$ cat src/rtl/manchester_word_rx.sv
module manchester_word_rx #(
  parameter int SPB_ONE = 16,
  parameter int SPB_TWO = 24,
  parameter int DW      = 16
) (
  input  logic          clk,
  input  logic          rst_n,
  input  logic          mode_dual,
  input  logic          rx_p,
  input  logic          rx_n,
  input  logic          type_chk_en,
  input  logic          type_exp,
  output logic          word_valid,
  output logic          word_err,
  output logic [2:0]    err_code,
  output logic [DW-1:0] word_data,
  output logic          word_cmd
);
  localparam int LAST    = 2*DW + 7;
  localparam int CW      = $clog2(LAST + 1);
  localparam int SPB_MAX = (SPB_TWO > SPB_ONE) ? SPB_TWO : SPB_ONE;
  localparam int PW      = $clog2(SPB_MAX*(DW + 5)) + 1;

  typedef enum logic [1:0] {S_IDLE, S_RUN, S_HUNT} st_t;

  st_t           state;
  logic [1:0]    s_a;
  logic [PW-1:0] pos, tgt, qtr;
  logic [CW-1:0] chk;
  logic          pol, h0;
  logic [DW:0]   sh;
  logic [2:0]    ecode;

  always_ff @(negedge clk or negedge rst_n)
    if (!rst_n) s_a <= 2'b00;
    else        s_a <= {rx_p, rx_n};

  assign qtr = mode_dual ? PW'(SPB_TWO/4) : PW'(SPB_ONE/4);
  assign tgt = qtr * (PW'(3) + (PW'(chk) << 1));

  wire       hit_b = (pos == tgt);
  wire       hit_a = mode_dual && (pos == tgt + PW'(1));
  wire       hit   = hit_a || hit_b;
  wire [1:0] smp   = hit_a ? s_a : {rx_p, rx_n};
  wire       act   = smp[1] ^ smp[0];
  wire       lvl   = smp[1];
  wire       a_act = mode_dual && (s_a[1] ^ s_a[0]);
  wire       b_act = rx_p ^ rx_n;
  wire       quiet = !b_act && !a_act;

  always_comb begin
    ecode = 3'd0;
    if (state == S_RUN && hit) begin
      if (chk < CW'(2)) begin
        if (!act || lvl != pol) ecode = 3'd1;
      end else if (chk < CW'(5)) begin
        if (!act || lvl == pol) ecode = 3'd1;
        else if (chk == CW'(4) && type_chk_en && pol != type_exp) ecode = 3'd2;
      end else if (chk == CW'(LAST)) begin
        if (act)      ecode = 3'd5;
        else if (!(^sh)) ecode = 3'd4;
      end else begin
        if (!act)                    ecode = 3'd5;
        else if (!chk[0] && lvl == h0) ecode = 3'd3;
      end
    end
  end

  always_ff @(posedge clk or negedge rst_n) begin
    if (!rst_n) begin
      state      <= S_IDLE;
      pos        <= '0;
      chk        <= '0;
      pol        <= 1'b0;
      h0         <= 1'b0;
      sh         <= '0;
      word_valid <= 1'b0;
      word_err   <= 1'b0;
      err_code   <= 3'd0;
      word_data  <= '0;
      word_cmd   <= 1'b0;
    end else begin
      word_valid <= 1'b0;
      word_err   <= 1'b0;
      case (state)
        S_IDLE: begin
          chk <= '0;
          if (a_act) begin
            pol <= s_a[1]; pos <= PW'(1); state <= S_RUN;
          end else if (b_act) begin
            pol <= rx_p;   pos <= '0;     state <= S_RUN;
          end
        end
        S_RUN: begin
          pos <= pos + (mode_dual ? PW'(2) : PW'(1));
          if (hit) begin
            if (ecode != 3'd0) begin
              word_err <= 1'b1;
              err_code <= ecode;
              state    <= S_HUNT;
            end else if (chk == CW'(LAST)) begin
              word_valid <= 1'b1;
              err_code   <= 3'd0;
              word_data  <= sh[DW:1];
              word_cmd   <= pol;
              state      <= S_IDLE;
            end else begin
              chk <= chk + CW'(1);
              if (chk >= CW'(5)) begin
                if (chk[0]) h0 <= lvl;
                else        sh <= {sh[DW-1:0], h0};
              end
            end
          end
        end
        default: if (quiet) state <= S_IDLE;
      endcase
    end
  end

  assert_excl_strobe_R2: assert property (@(posedge clk) disable iff (!rst_n)
    !(word_valid && word_err));
  assert_single_pulse_R2: assert property (@(posedge clk) disable iff (!rst_n)
    word_valid |=> !word_valid && !word_err);
  assert_err_cause_R5: assert property (@(posedge clk) disable iff (!rst_n)
    word_err |-> (err_code != 3'd0 && err_code <= 3'd5));
  assert_err_hunts_R10: assert property (@(posedge clk) disable iff (!rst_n)
    word_err |-> state == S_HUNT);
  assert_chk_range_R9: assert property (@(posedge clk) disable iff (!rst_n)
    (state == S_RUN) |-> chk <= CW'(LAST));
endmodule

$ cat config.mk
export PLATFORM = sky130hd
export DESIGN_NAME = manchester_word_rx
export DESIGN_NICKNAME = d
export VERILOG_FILES = /design/src/rtl/manchester_word_rx.sv
export SDC_FILE = /design/constraint.sdc
export NUM_CORES = 1
export LEC_CHECK = 0
export BUFFER_PORTS_ARGS = -buffer_cell sky130_fd_sc_hd__buf_2
export CORE_ASPECT_RATIO = 1.2
export CORE_MARGIN = 3
export CORE_UTILIZATION = 35
export DETAILED_ROUTE_END_ITERATION = 6
export PLACE_DENSITY_LB_ADDON = 0.12
export SYNTH_ARGS = -nofsm -noshare
export SYNTH_HDL_FRONTEND = slang
export SYNTH_SLANG_ARGS = --single-unit
export TNS_END_PERCENT = 30
$ cat constraint.sdc
create_clock -name clk -period 4.7 [get_ports clk]
set_input_delay 0.235 -clock clk [delete_from_list [all_inputs] [get_ports clk]]
set_output_delay 0.235 -clock clk [all_outputs]
set_load 0.02 [all_outputs]
Yosys cells after proc, flatten, opt, wreduce, memory -nomap -nowiden
Cells that the tools add are included.
- multiply operators: 1
- equal/unequal tests: 14
- add/sub/neg operators: 4
- magnitude comparators: 3
- muxes and demuxes: 39
- reduce and logical (&&, ||, !) cells: 29
- bitwise gates (word level): 6
- operators by type and width (kind ; number):
    $mux W3 ; 9
    $mux W2 ; 12
    $eq A10 B10 Y1 ; 2
    $mux W10 ; 2
    $pmux W10 S2 ; 1
    $mux W6 ; 3
    $reduce_xor A17 Y1 ; 1
    $pmux W6 S2 ; 1
    $reduce_and A4 Y1 ; 3
    $reduce_and A6 Y1 ; 2
    $add A10 B1 Y10 const B ; 1
    $add A10 B2 Y10 ; 1
    $mul A3 B8 Y10 ; 1
    $mux W1 ; 10
    $add A2 B7 Y8 const A ; 1
    $logic_and A1 B1 Y1 ; 7
    $add A6 B1 Y6 const B ; 1
    $eq A6 B3 Y1 const B ; 1
    $eq A6 B6 Y1 const B ; 1
    $ge A6 B3 Y1 const B ; 1
    $lt A6 B2 Y1 const B ; 1
    $lt A6 B3 Y1 const B ; 1
    $ne A2 B2 Y1 const B ; 3
    $reduce_bool A2 Y1 ; 3
    14 further kinds ; 27
- bits of input ports: 7
- register bits: 61
- logic and storage cells: 108
- output and inout bits: 22

Depth between registers and ports, before layout
Gate-level depths: netlist of the first run.
- depth after elaboration: 18
- gate-level depth with buffers: 18
- gate-level depth less buffers: 15

==> results of run 1 <==
-- cells by family after synthesis --
kind of cell / after synthesis
adder cells (fa/ha/maj): 18
buffers and inverters: 38
XOR/XNOR: 39
flip-flops: 61
AO/OA/AOI/OAI: 63
multiplexers: 41
AND/OR/NAND/NOR: 119
-- cell usage after synthesis (3+ instances only) --
library cell / instances
mux2_4: 21
buf_2: 4
nor4_1: 5
buf_6: 3
o211ai_1: 5
clkbuf_1: 6
and2_1: 3
inv_1: 22
o21ai_0: 9
nand3_1: 12
xnor2_1: 22
nor2b_1: 8
nor3_1: 7
nand2b_1: 3
nand4_1: 8
dfrtp_1: 59
a21oi_1: 12
mux2_2: 16
mux2i_1: 4
xor2_1: 17
nor2_1: 31
a21o_1: 5
nand2_1: 21
and3_1: 8
ha_1: 16
a31oi_1: 5
o2bb2ai_1: 4
-- path summary, 6_finish.rpt --
| kind | from | to | cells after the start |
|---|---|---|---|
| worst max-delay path | s_a[1] | h0 | 9 |
| worst min-delay path | rst_n | h0 | 2 |
| worst max register to register | s_a[1] | h0 | 9 |
| worst min register to register | word_cmd | word_cmd | 1 |
| max in group asynchronous | rst_n | s_a[0] | 2 |
| min in group clk | rx_p | h0 | 4 |
-- power groups by stage --
| stage | logic, W | clock network (W) | registers (W) |
|---|---|---|---|
| after floorplan | 0.000507 | 0 | 0.000660 |
| after global placement | 0.000710 | 0 | 0.000679 |
| after detailed placement | 0.000711 | 0 | 0.000679 |
| after CTS | 0.000721 | 0.000633 | 0.000671 |
| after global routing | 0.000845 | 0.000658 | 0.000682 |
| final | 0.000757 | 0.000614 | 0.000671 |
-- stage by stage --
stage                     std cells  power, W  area (sq um)
after floorplan                 379   0.00117          3930
after global placement          537   0.00139          4260
after detailed placement        537   0.00139          4260
after CTS                       555   0.00203          4580
after global routing            562   0.00218          4690
final                           562   0.00204          4690
-- area by class of cell --
type / instances / area [sq um]
Clock buffer: 10 / 229
Multi-Input combinational cell: 280 / 2280
Timing Repair Buffer: 53 / 359
Tap cell: 129 / 161
Clock inverter: 6 / 48.8
Inverter: 23 / 90.1
Fill cell: 1073 / 6030
Sequential cell: 61 / 1530
-- layout by cell type, fill, tap and decap left out, types with 3 or more instances in the layout --
cell type	count
dfrtp_1	59
nor2_1	30
buf_2	28
xnor2_1	22
inv_1	21
nand2_1	21
mux2_4	21
buf_4	21
xor2_1	17
mux2_2	16
ha_1	15
nand3_1	12
a21oi_1	11
o21ai_0	9
clkbuf_16	9
nor2b_1	8
nand4_1	8
and3_1	8
nor3_1	6
a31oi_1	5
a21o_1	5
o211ai_1	5
clkinvlp_4	4
mux2i_1	4
nor4_1	4
o2bb2ai_1	4
and2_1	3
nand2b_1	3
-- timing repair --
| item | CTS | global route |
|---|---|---|
| setup endpoints to repair | 21 | 47 |
| gates resized for setup | 1 | 11 |
| pin swaps | 1 | 3 |
| hold buffers | 1 | 0 |
| buffers inserted | 1 | 7 |
| endpoints found under the hold margin | 1 | 0 |
| gates cloned | 0 | 0 |
-- sequential cells by signal, summed over array words and instances (netlist names), 2 cells and up --
name / count
sh: 17
word_data: 16
pos: 10
chk: 6
err_code: 3
s_a: 2
state: 2
-- critical path, cell delays in order, from the launching register on --
cell	delay (ns)
dfrtn_1	0.53
inv_1	0.11
nor2_1	0.13
mux2i_1	0.09
o32ai_1	0.25
mux2i_1	0.16
buf_4	0.16
o21a_1	0.21
nand4_1	0.16
mux2_2	0.34
-- layer usage --
| layer | share of wire, % | routed length, um | up-vias |
|---|---|---|---|
| li1 | - | - | 1449 |
| met1 | 45 | 4130 | 1454 |
| met2 | 51 | 4720 | 35 |
| met3 | 2.6 | 241 | 11 |
| met4 | 1.9 | 180 | 0 |
| met5 | 0 | 0 | - |
==> summary.md, run 1 <==
| Metric | Value |
|---|---|
| Outcome | completed |
| Int Power | 0.00128 W |
| Clock sinks | 61 |
| Starting DRT DRC Count | 143 |
| Critical Path End Type | flop |
| GRT Total Usage | 16.2% |
| Die Height | 122 um |
| Unique masters post-synth | 56 |
| Psw | 0.000761 W |
| Clk pwr share | 30.1% |
| PD cells | 435 nW/um^2 |
| Switching Share | 37.3% |
| CTS tree | yes |
| Drt wl/cell | 16.5 um |
| Logic pwr share | 37.1% |
| Post-synthesis async set-or-reset flop share | 100% |
| Syn Inst Count | 379 |
| Mux share of post-synthesis cell area | 13.6% |
| Max Cap Viol | 0 |
| Die area | 12500 sq um |
| Mapped Area | 3930 sq um |
| Main combinational cell family by area after synthesis | simple AND/OR/NAND/NOR gates |
| Via count | 2949 |
| Simple-gate area share of the yosys netlist | 16.8% |
| Reg2Reg Setup Slack | 0.08 ns |
| Pleak | 2.36 nW |
| Post-synth EDFFs | 0 |
| Initial core utilization | 36.6% |
| XOR/XNOR Fraction of Synth Area | 8.70% |
| Chip Width | 103 um |
| Req. time, crit path | 4.91 ns |
| Worst vdd rail ir drop | 217 uV |
| Final Hold Fails | 0 |
| CTS buffer count | 9 |
| Ys flop type | dfrtp_1 |
| Finish-stage setup viols | 0 |
| IO buf count | 28 |
| Pre-CTS WS | -0.0344 ns |
| Nets@finish | 453 |
| Fraction of the mapped netlist area in adder cells | 6.12% |
| Overflow after GRT | 0 |
| Final setup skew | 0.00905 ns |
| Largest net degree at the start of global routing | 59 |
| Post-route ant nets | 0 |
| Syn_area_per_cell | 10.4 sq um |
| Most Crowded Layer GR | met2 |
| Area Overhead vs Synth | 19.6% |
| Placer Congestion | 0.843 |
| Compound-Gate Fraction of Synth Area | 11.5% |
| Routed wire length | 9280 um |
| Clk Latency, worst-skew pair | 0.33 ns |
| CTS root buf | clkbuf_16 |
| Fraction of layout cells with a size suffix above 1 | 28.2% |
| Yosys warnings | 0 |
| Row cnt | 41 |
| Slew Viols, Final | 0 |
| FF+latch count, synth | 61 |
| Top cell type's share of synthesized area | 37.6% |
| Ant diodes | 0 |
| Worst-path clk slew | 0.05 ns |
| Core area | 10700 sq um |
| Seq pwr share | 32.9% |
| Hold_ws | 0.286 ns |
| CP arrival | 4.83 ns |
| Initial antenna violation count | 0 |
| First-pass GRT wire length | 15700 um |
| Fin util | 43.8% |
| Sequential share of the synthesized area | 38.9% |
| CP max FO | 7 |
| Worst Tran Pin Value | 0.747 ns |
| Crit Path Category | flop to flop |
| CP startpoint kind | flop |
| Final setup margin | 0.0846 ns |
| # IOs | 29 |
| Fin Setup TNS | 0 ns |
| Worst hold path type | input port to asynchronous set/reset pin |
| Syn Nets | 404 |
| # DRC | 0 |
| Met1 Usage GRT | 20.8% |
| Synth area leaders | dfrtp_1 38%, mux2_4 8.0%, ha_1 5.1% |
| GR Layer Usage met3 | 2.29% |
| First-pass DRT Iterations | 4 |
| Area leader, netlist | dfrtp_1 |
| Max-slew headroom | 50.2% |
| CTS max path bufs | 2 |
| Dpl hpwl | 6900 um |
| H-Tree Depth | 3 |
| Vias per cell | 5.25 |
| Vias in the first global route | 3096 |
| Met2 Use GR | 27.2% |
Power figures use the tool's default switching activity.
==> inputs of run 2 (changes only) <==
Settings changed: CELL_PAD_IN_SITES_DETAIL_PLACEMENT set to 0, CELL_PAD_IN_SITES_GLOBAL_PLACEMENT set to 1, CORE_UTILIZATION 35 to 43.
==> run 2 against run 1 <==
Effect of this change:
- critical path depth stayed put
- wire length is 2.3% lower
- clock power is 1% lower
- global-route usage is 1.7 points higher
- critical endpoint is now word_data[11]
- largest power group unchanged
==> summary.md, run 2 (synthesis results as in run 1) <==
| Metric | Value |
|---|---|
| Outcome | completed |
| Chip Width | 93.2 um (-9.2%) |
| First-pass DRT Iterations | 4 (unchanged) |
| Finish-stage setup viols | 0 (unchanged) |
| Cell mode on critical path | mux2_4 |
| Worst vdd rail ir drop | 199 uV (-8.2%) |
| Critical Path End Type | flop |
| GRT Total Usage | 17.9% (+1.7 points) |
| Initial antenna violation count | 0 (unchanged) |
| Fill count | 786 (-27%) |
| Initial core utilization | 44.9% (+8.3 points) |
| Post-route ant nets | 0 (unchanged) |
| Die Height | 111 um (-9.3%) |
| Max Cap Viol | 0 (unchanged) |
| First-pass GRT wire length | 14600 um (-6.7%) |
| H-Tree Depth | 3 (unchanged) |
| Final Hold Fails | 0 (unchanged) |
| CTS max path bufs | 2 (unchanged) |
| Die area | 10300 sq um (-18%) |
| Pleak | 2.34 nW (-0.65%) |
| Worst-path clk slew | 0.07 ns (+0.02 ns) |
| CTS tree | yes |
| Overflow after GRT | 0 (unchanged) |
| Clock sinks | 61 (unchanged) |
| Psw | 0.000717 W (-5.8%) |
| Max-slew headroom | 54.7% (+4.4 points) |
| Vias in the first global route | 2939 (-5.1%) |
| Via count | 2957 (+0.27%) |
| CTS buffer count | 9 (unchanged) |
| Cell Chain, Critical Path | nand2_1 > o22ai_1 > a222oi_1 > mux2_4 > a21oi_4 > buf_4 > nand3_4 > buf_12 > mux2_4 |
| Req. time, crit path | 4.93 ns (+0.02 ns) |
| CTS root buf | clkbuf_8 |
| Final instance area | 4620 sq um (-1.5%) |
| Dpl hpwl | 6480 um (-6.1%) |
| Fraction of layout cells with a size suffix above 1 | 27.6% (-0.57 points) |
| Int Power | 0.00131 W (+2.0%) |
| Slowest CP cell | dfrtn_1 |
| CP max FO | 17 (+10) |
| Drt wl/cell | 16.5 um (+0.16%) |
| Final setup skew | 0.0187 ns (+0.00965 ns) |
| Ant diodes | 0 (unchanged) |
| # IOs | 29 (unchanged) |
| CP arrival | 4.89 ns (+0.06 ns) |
| Vias per cell | 5.40 (+2.8%) |
| Reg2Reg Depth | 9 (unchanged) |
| IO buf count | 28 (unchanged) |
| Clk pwr share | 30.1% (about the same) |
| Logic pwr share | 37.0% (about the same) |
| Row cnt | 37 (-9.8%) |
| Max incr delay on CP | 0.51 ns (-0.02 ns) |
| Largest registers | sh x17, word_data x16, pos x10 |
| PD cells | 438 nW/um^2 (+0.63%) |
| Seq pwr share | 32.9% (about the same) |
| Most frequent cells in the layout | 59 x dfrtp_1, 30 x nor2_1, 28 x buf_2 |
| Slew Viols, Final | 0 (unchanged) |
| Fin Setup TNS | 0 ns (unchanged) |
| Area Overhead vs Synth | 17.8% |
| CP startpoint kind | flop |
| DP Area | 4230 sq um (-0.70%) |
| Crit Path Category | flop to flop |
| Max reg flops | 17 (unchanged) |
| Clk Latency, worst-skew pair | 0.35 ns (+0.02 ns) |
| Switching Share | 35.4% (-1.8 points) |
| Worst Tran Pin Value | 0.677 ns (-0.0696 ns) |
| Core area | 8750 sq um (-18%) |
| Most common cell after layout, fill and taps aside | dfrtp_1 |
| Largest net degree at the start of global routing | 53 (-10%) |
| Placer Congestion | 0.914 (+8.4%) |
| Routed wire length | 9060 um (-2.3%) |
| Worst hold path type | input port to asynchronous set/reset pin |
| Nets@finish | 451 (-0.44%) |
| # DRC | 0 (unchanged) |
| Reg with most FFs | sh |
| Starting DRT DRC Count | 207 (+45%) |
run 2: cell count changes in the layout (fill, tap and decap cells not counted), sizes merged:
cell	change
clkinvlp	-4
clkinv	-2
buf	-3
clkbuf	+3
bufinv	+3
nand3	+1
run 2: final timing paths:
kind	start	to	slack, ns
worst max-delay path	s_a[1]	word_data[11]	0.04
worst min-delay path	rst_n	chk[2]	0.30
worst max register to register	s_a[1]	word_data[11]	0.04
worst min register to register	word_data[15]	word_data[15]	0.51
max in group asynchronous	rst_n	s_a[1]	1.89
min in group clk	rx_p	h0	0.38
run 2: repair_timing:
| item | CTS | global route |
|---|---|---|
| setup buffers | 1 | 6 |
| hold endpoints to repair | 7 | 0 |
| hold buffers | 1 | 0 |
| gates resized for setup | 2 | 8 |
| gates cloned | 0 | 1 |
| endpoints found under the setup margin | 37 | 45 |
| pin swaps | 2 | 4 |
run 2: critical path: cells and delay by family, from the launching register on:
family                 cells  cell delay, ns
and+or+nand+nor            2            0.21
muxes                      2            0.62
buffers and inverters      2            0.35
DFF                        1            0.51
AOI/OAI and AO/OA          3            0.51
run 2: power groups by stage:
stage	clock (W)	combinational (W)	sequential, W
detailed placement	0	0.000718	0.000675
CTS	0.000621	0.000727	0.000666
global route	0.000644	0.000833	0.000678
floorplan	0	0.000507	0.000660
finish	0.000608	0.000749	0.000666
global placement	0	0.000713	0.000674
run 2: through the flow:
stage / hold slack (ns) / std cells / setup slack [ns] / total power, W / utilization, %
2_1_floorplan: -0.0606 / 379 / 0.0745 / 0.00117 / -
3_3_place_gp: 0.139 / 523 / -0.0838 / 0.00139 / 48.4
3_5_place_dp: 0.141 / 523 / -0.0919 / 0.00139 / 48.4
4_1_cts: 0.299 / 541 / -0.0179 / 0.00201 / 51.8
5_1_grt: 0.316 / 548 / -0.0335 / 0.00216 / 52.8
6_report: 0.296 / 548 / 0.0434 / 0.00202 / 52.8
run 2: area by class of cell:
cell class	instances	area (sq um)	area share, %
multi-input cells	281	2280	49.4
clock buffers	13	169	3.65
well taps	117	146	3.17
repair buffers	50	320	6.93
inverters	23	86.3	1.87
flip-flops and latches	61	1530	33.0
clock inverters	3	90.1	1.95
run 2: layer usage:
metal / up-vias / share of wire (%) / GRT usage [%]
met1: 1438 / 46 / 24.3
met3: 15 / 4.1 / 4.01
met5: - / 0 / 0
met4: 0 / 1.4 / 7.04
li1: 1446 / - / -
met2: 58 / 48 / 27.7
==> inputs of run 3 (changes only) <==
Settings changed: BUFFER_PORTS_ARGS -buffer_cell sky130_fd_sc_hd__buf_2 to unset, CORE_ASPECT_RATIO 1.2 to 0.8, CORE_UTILIZATION 43 to 46, DONT_BUFFER_PORTS set to 1.
==> run 3 against run 2 <==
Effect of this change:
- design area decreased by 4.4%
- worst setup slack improved by 0.060 ns
- critical path depth decreased by 1
- first-iteration DRC count decreased by 1.9%
- critical endpoint is now h0
- sequential cell count unchanged
- total power decreased by 4.8%
- non-clock buffer count decreased by 29
- die area decreased by 6.1%
- largest cell class unchanged
==> summary.md, run 3 (synthesis results as in run 1) <==
| Metric | Value |
|---|---|
| CP max FO | 6 (-11) |
| Pleak | 2.19 nW (-6.5%) |
| Req. time, crit path | 4.92 ns (about the same) |
| First-pass DRT Iterations | 4 (unchanged) |
| CTS tree | yes |
| Finish-stage setup viols | 0 (unchanged) |
| Initial antenna violation count | 1 (+1) |
| Slew Viols, Final | 0 (unchanged) |
| Max-slew headroom | 53.8% (-0.85 points) |
| M1 wire length | 4680 um (+12%) |
| DR WL met3 | 558 um (+50%) |
| # DRC | 0 (unchanged) |
| Met2 WL post-DR | 3520 um (-19%) |
| DP Area | 4090 sq um (-3.4%) |
| Drt wl/cell | 17.4 um (+5.0%) |
| Vias in the first global route | 2794 (-4.9%) |
| GRT Total Usage | 20.0% (+2.1 points) |
| Final instance area | 4420 sq um (-4.4%) |
| Final setup skew | 0.0129 ns (-0.00582 ns) |
| Clk Latency, worst-skew pair | 0.34 ns (about the same) |
| Die area | 9680 sq um (-6.1%) |
| Clk pwr share | 27.4% (-2.7 points) |
| Max reg flops | 17 (unchanged) |
| PD cells | 435 nW/um^2 (-0.48%) |
| Vias per cell | 5.61 (+4.0%) |
| Worst Tran Pin Value | 0.687 ns (+0.0104 ns) |
| Crit Path Category | flop to flop |
| Ant diodes | 0 (unchanged) |
| Seq pwr share | 36.0% (+3.1 points) |
| Die Height | 88.6 um (-20%) |
| Max Cap Viol | 0 (unchanged) |
| Largest registers | sh x17, word_data x16, pos x10 |
| Fraction of layout cells with a size suffix above 1 | 21.4% (-6.2 points) |
| Fin util | 54.4% (+1.6 points) |
| Area Overhead vs Synth | 12.7% |
| Nets@finish | 421 (-6.7%) |
| Chip Width | 109 um (+17%) |
| CP startpoint kind | flop |
| Outcome | completed |
| Fill count | 730 (-7.1%) |
| CTS buffer count | 9 (unchanged) |
| Switching Share | 37.5% (+2.1 points) |
| Placer Congestion | 0.862 (-5.6%) |
| Overflow after GRT | 0 (unchanged) |
| Core area | 8130 sq um (-7.1%) |
| Psw | 0.000723 W (+0.82%) |
| Most frequent cells in the layout | 59 x dfrtp_1, 30 x nor2_1, 22 x xnor2_1 |
| Largest net degree at the start of global routing | 60 (+13%) |
| RSZ-0062 raised after global routing | false |
| Dpl hpwl | 6310 um (-2.6%) |
| Routed wire length | 8840 um (-2.4%) |
| Top Layer Used | met4 |
| Worst vdd rail ir drop | 193 uV (-2.9%) |
| CTS max path bufs | 2 (unchanged) |
| CTS root buf | clkbuf_8 |
| Worst hold path type | input port to flop |
| Logic pwr share | 36.6% (-0.4 points) |
| Reg with most FFs | sh |
| Worst-path clk slew | 0.07 ns (about the same) |
| Critical Path End Type | flop |
| Clock sinks | 61 (unchanged) |
| Starting DRT DRC Count | 203 (-1.9%) |
| H-Tree Depth | 3 (unchanged) |
| Row cnt | 29 (-22%) |
| Post-route ant nets | 0 (unchanged) |
| Via count | 2856 (-3.4%) |
| Most common cell after layout, fill and taps aside | dfrtp_1 |
| Int Power | 0.00120 W (-7.9%) |
| # IOs | 29 (unchanged) |
| Initial core utilization | 48.3% (+3.4 points) |
| Final Hold Fails | 0 (unchanged) |
| First-pass GRT wire length | 14900 um (+2.0%) |
| IO buf count | 0 (-100%) |
| CP arrival | 4.82 ns (-0.07 ns) |
-- run 3: cell types whose count changed in the layout (fill, tap and decap cells not counted), moves of 2 or more --
cell / previous run / this run
buf_2: 28 / 0
buf_4: 20 / 15
buf_6: 0 / 2
clkbuf_8: 12 / 9
clkinv_2: 0 / 2
clkinv_4: 0 / 2
-- run 3: timing repair --
action                                  in CTS  in global routing
endpoints found under the setup margin       0                 46
hold buffers                                 2                  0
setup buffers                                0                  4
hold endpoints to repair                    59                  0
resized for setup                            0                  8
-- run 3: path summary, 6_finish.rpt --
path / start / end / slack, ns / cells past startpoint
max: s_a[1] / h0 / 0.10 / 8
min: rx_p / pol / 0.14 / 4
max reg2reg: s_a[1] / h0 / 0.10 / 8
min reg2reg: sh[0] / sh[1] / 0.56 / 1
max in group asynchronous: rst_n / s_a[1] / 2.76 / 0
min in group asynchronous: rst_n / word_data[11] / 0.43 / 2
-- run 3: area by class of cell --
type	count	area, sq um	area share, %
inverters	23	86.3	1.95
repair buffers	21	213	4.81
well taps	108	135	3.06
flip-flops and latches	61	1530	34.5
clock inverters	6	87.6	1.98
multi-input cells	280	2250	50.8
clock buffers	10	128	2.89
-- run 3: through the flow --
step / hold slack (ns) / power (W) / instances / worst slack (ns) / setup TNS (ns)
after CTS: 0.132 / 0.00190 / 505 / 0.0118 / 0
after floorplan: -0.0606 / 0.00117 / 379 / 0.0745 / 0
after global routing: 0.207 / 0.00207 / 509 / 0.00942 / 0
final: 0.140 / 0.00193 / 509 / 0.103 / 0
after detailed placement: -0.0593 / 0.00135 / 487 / -0.00137 / -0.00137
after global placement: -0.0593 / 0.00135 / 487 / 0.00882 / 0
-- run 3: power by group through the flow --
stage | clock network (W) | logic, W | registers [W]
after floorplan | 0 | 0.000507 | 0.000660
after global placement | 0 | 0.000650 | 0.000700
after detailed placement | 0 | 0.000647 | 0.000703
after CTS | 0.000537 | 0.000667 | 0.000693
after global routing | 0.000565 | 0.000798 | 0.000705
final | 0.000528 | 0.000705 | 0.000693
-- run 3: worst max-delay path, cell delays in order (launching register included) --
cell and delay [ns]:
dfrtn_1 0.50, nand2_1 0.12, o22ai_1 0.20, a222oi_1 0.15
mux2_4 0.32, a21oi_4 0.23, buf_6 0.16, nand4_1 0.14
mux2_2 0.32
-- run 3: metal layers --
metal	track usage, %	up-vias
li1	-	1386
met1	32.1	1384
met2	26.6	78
met3	4.60	8
met4	5.32	0
met5	0	-
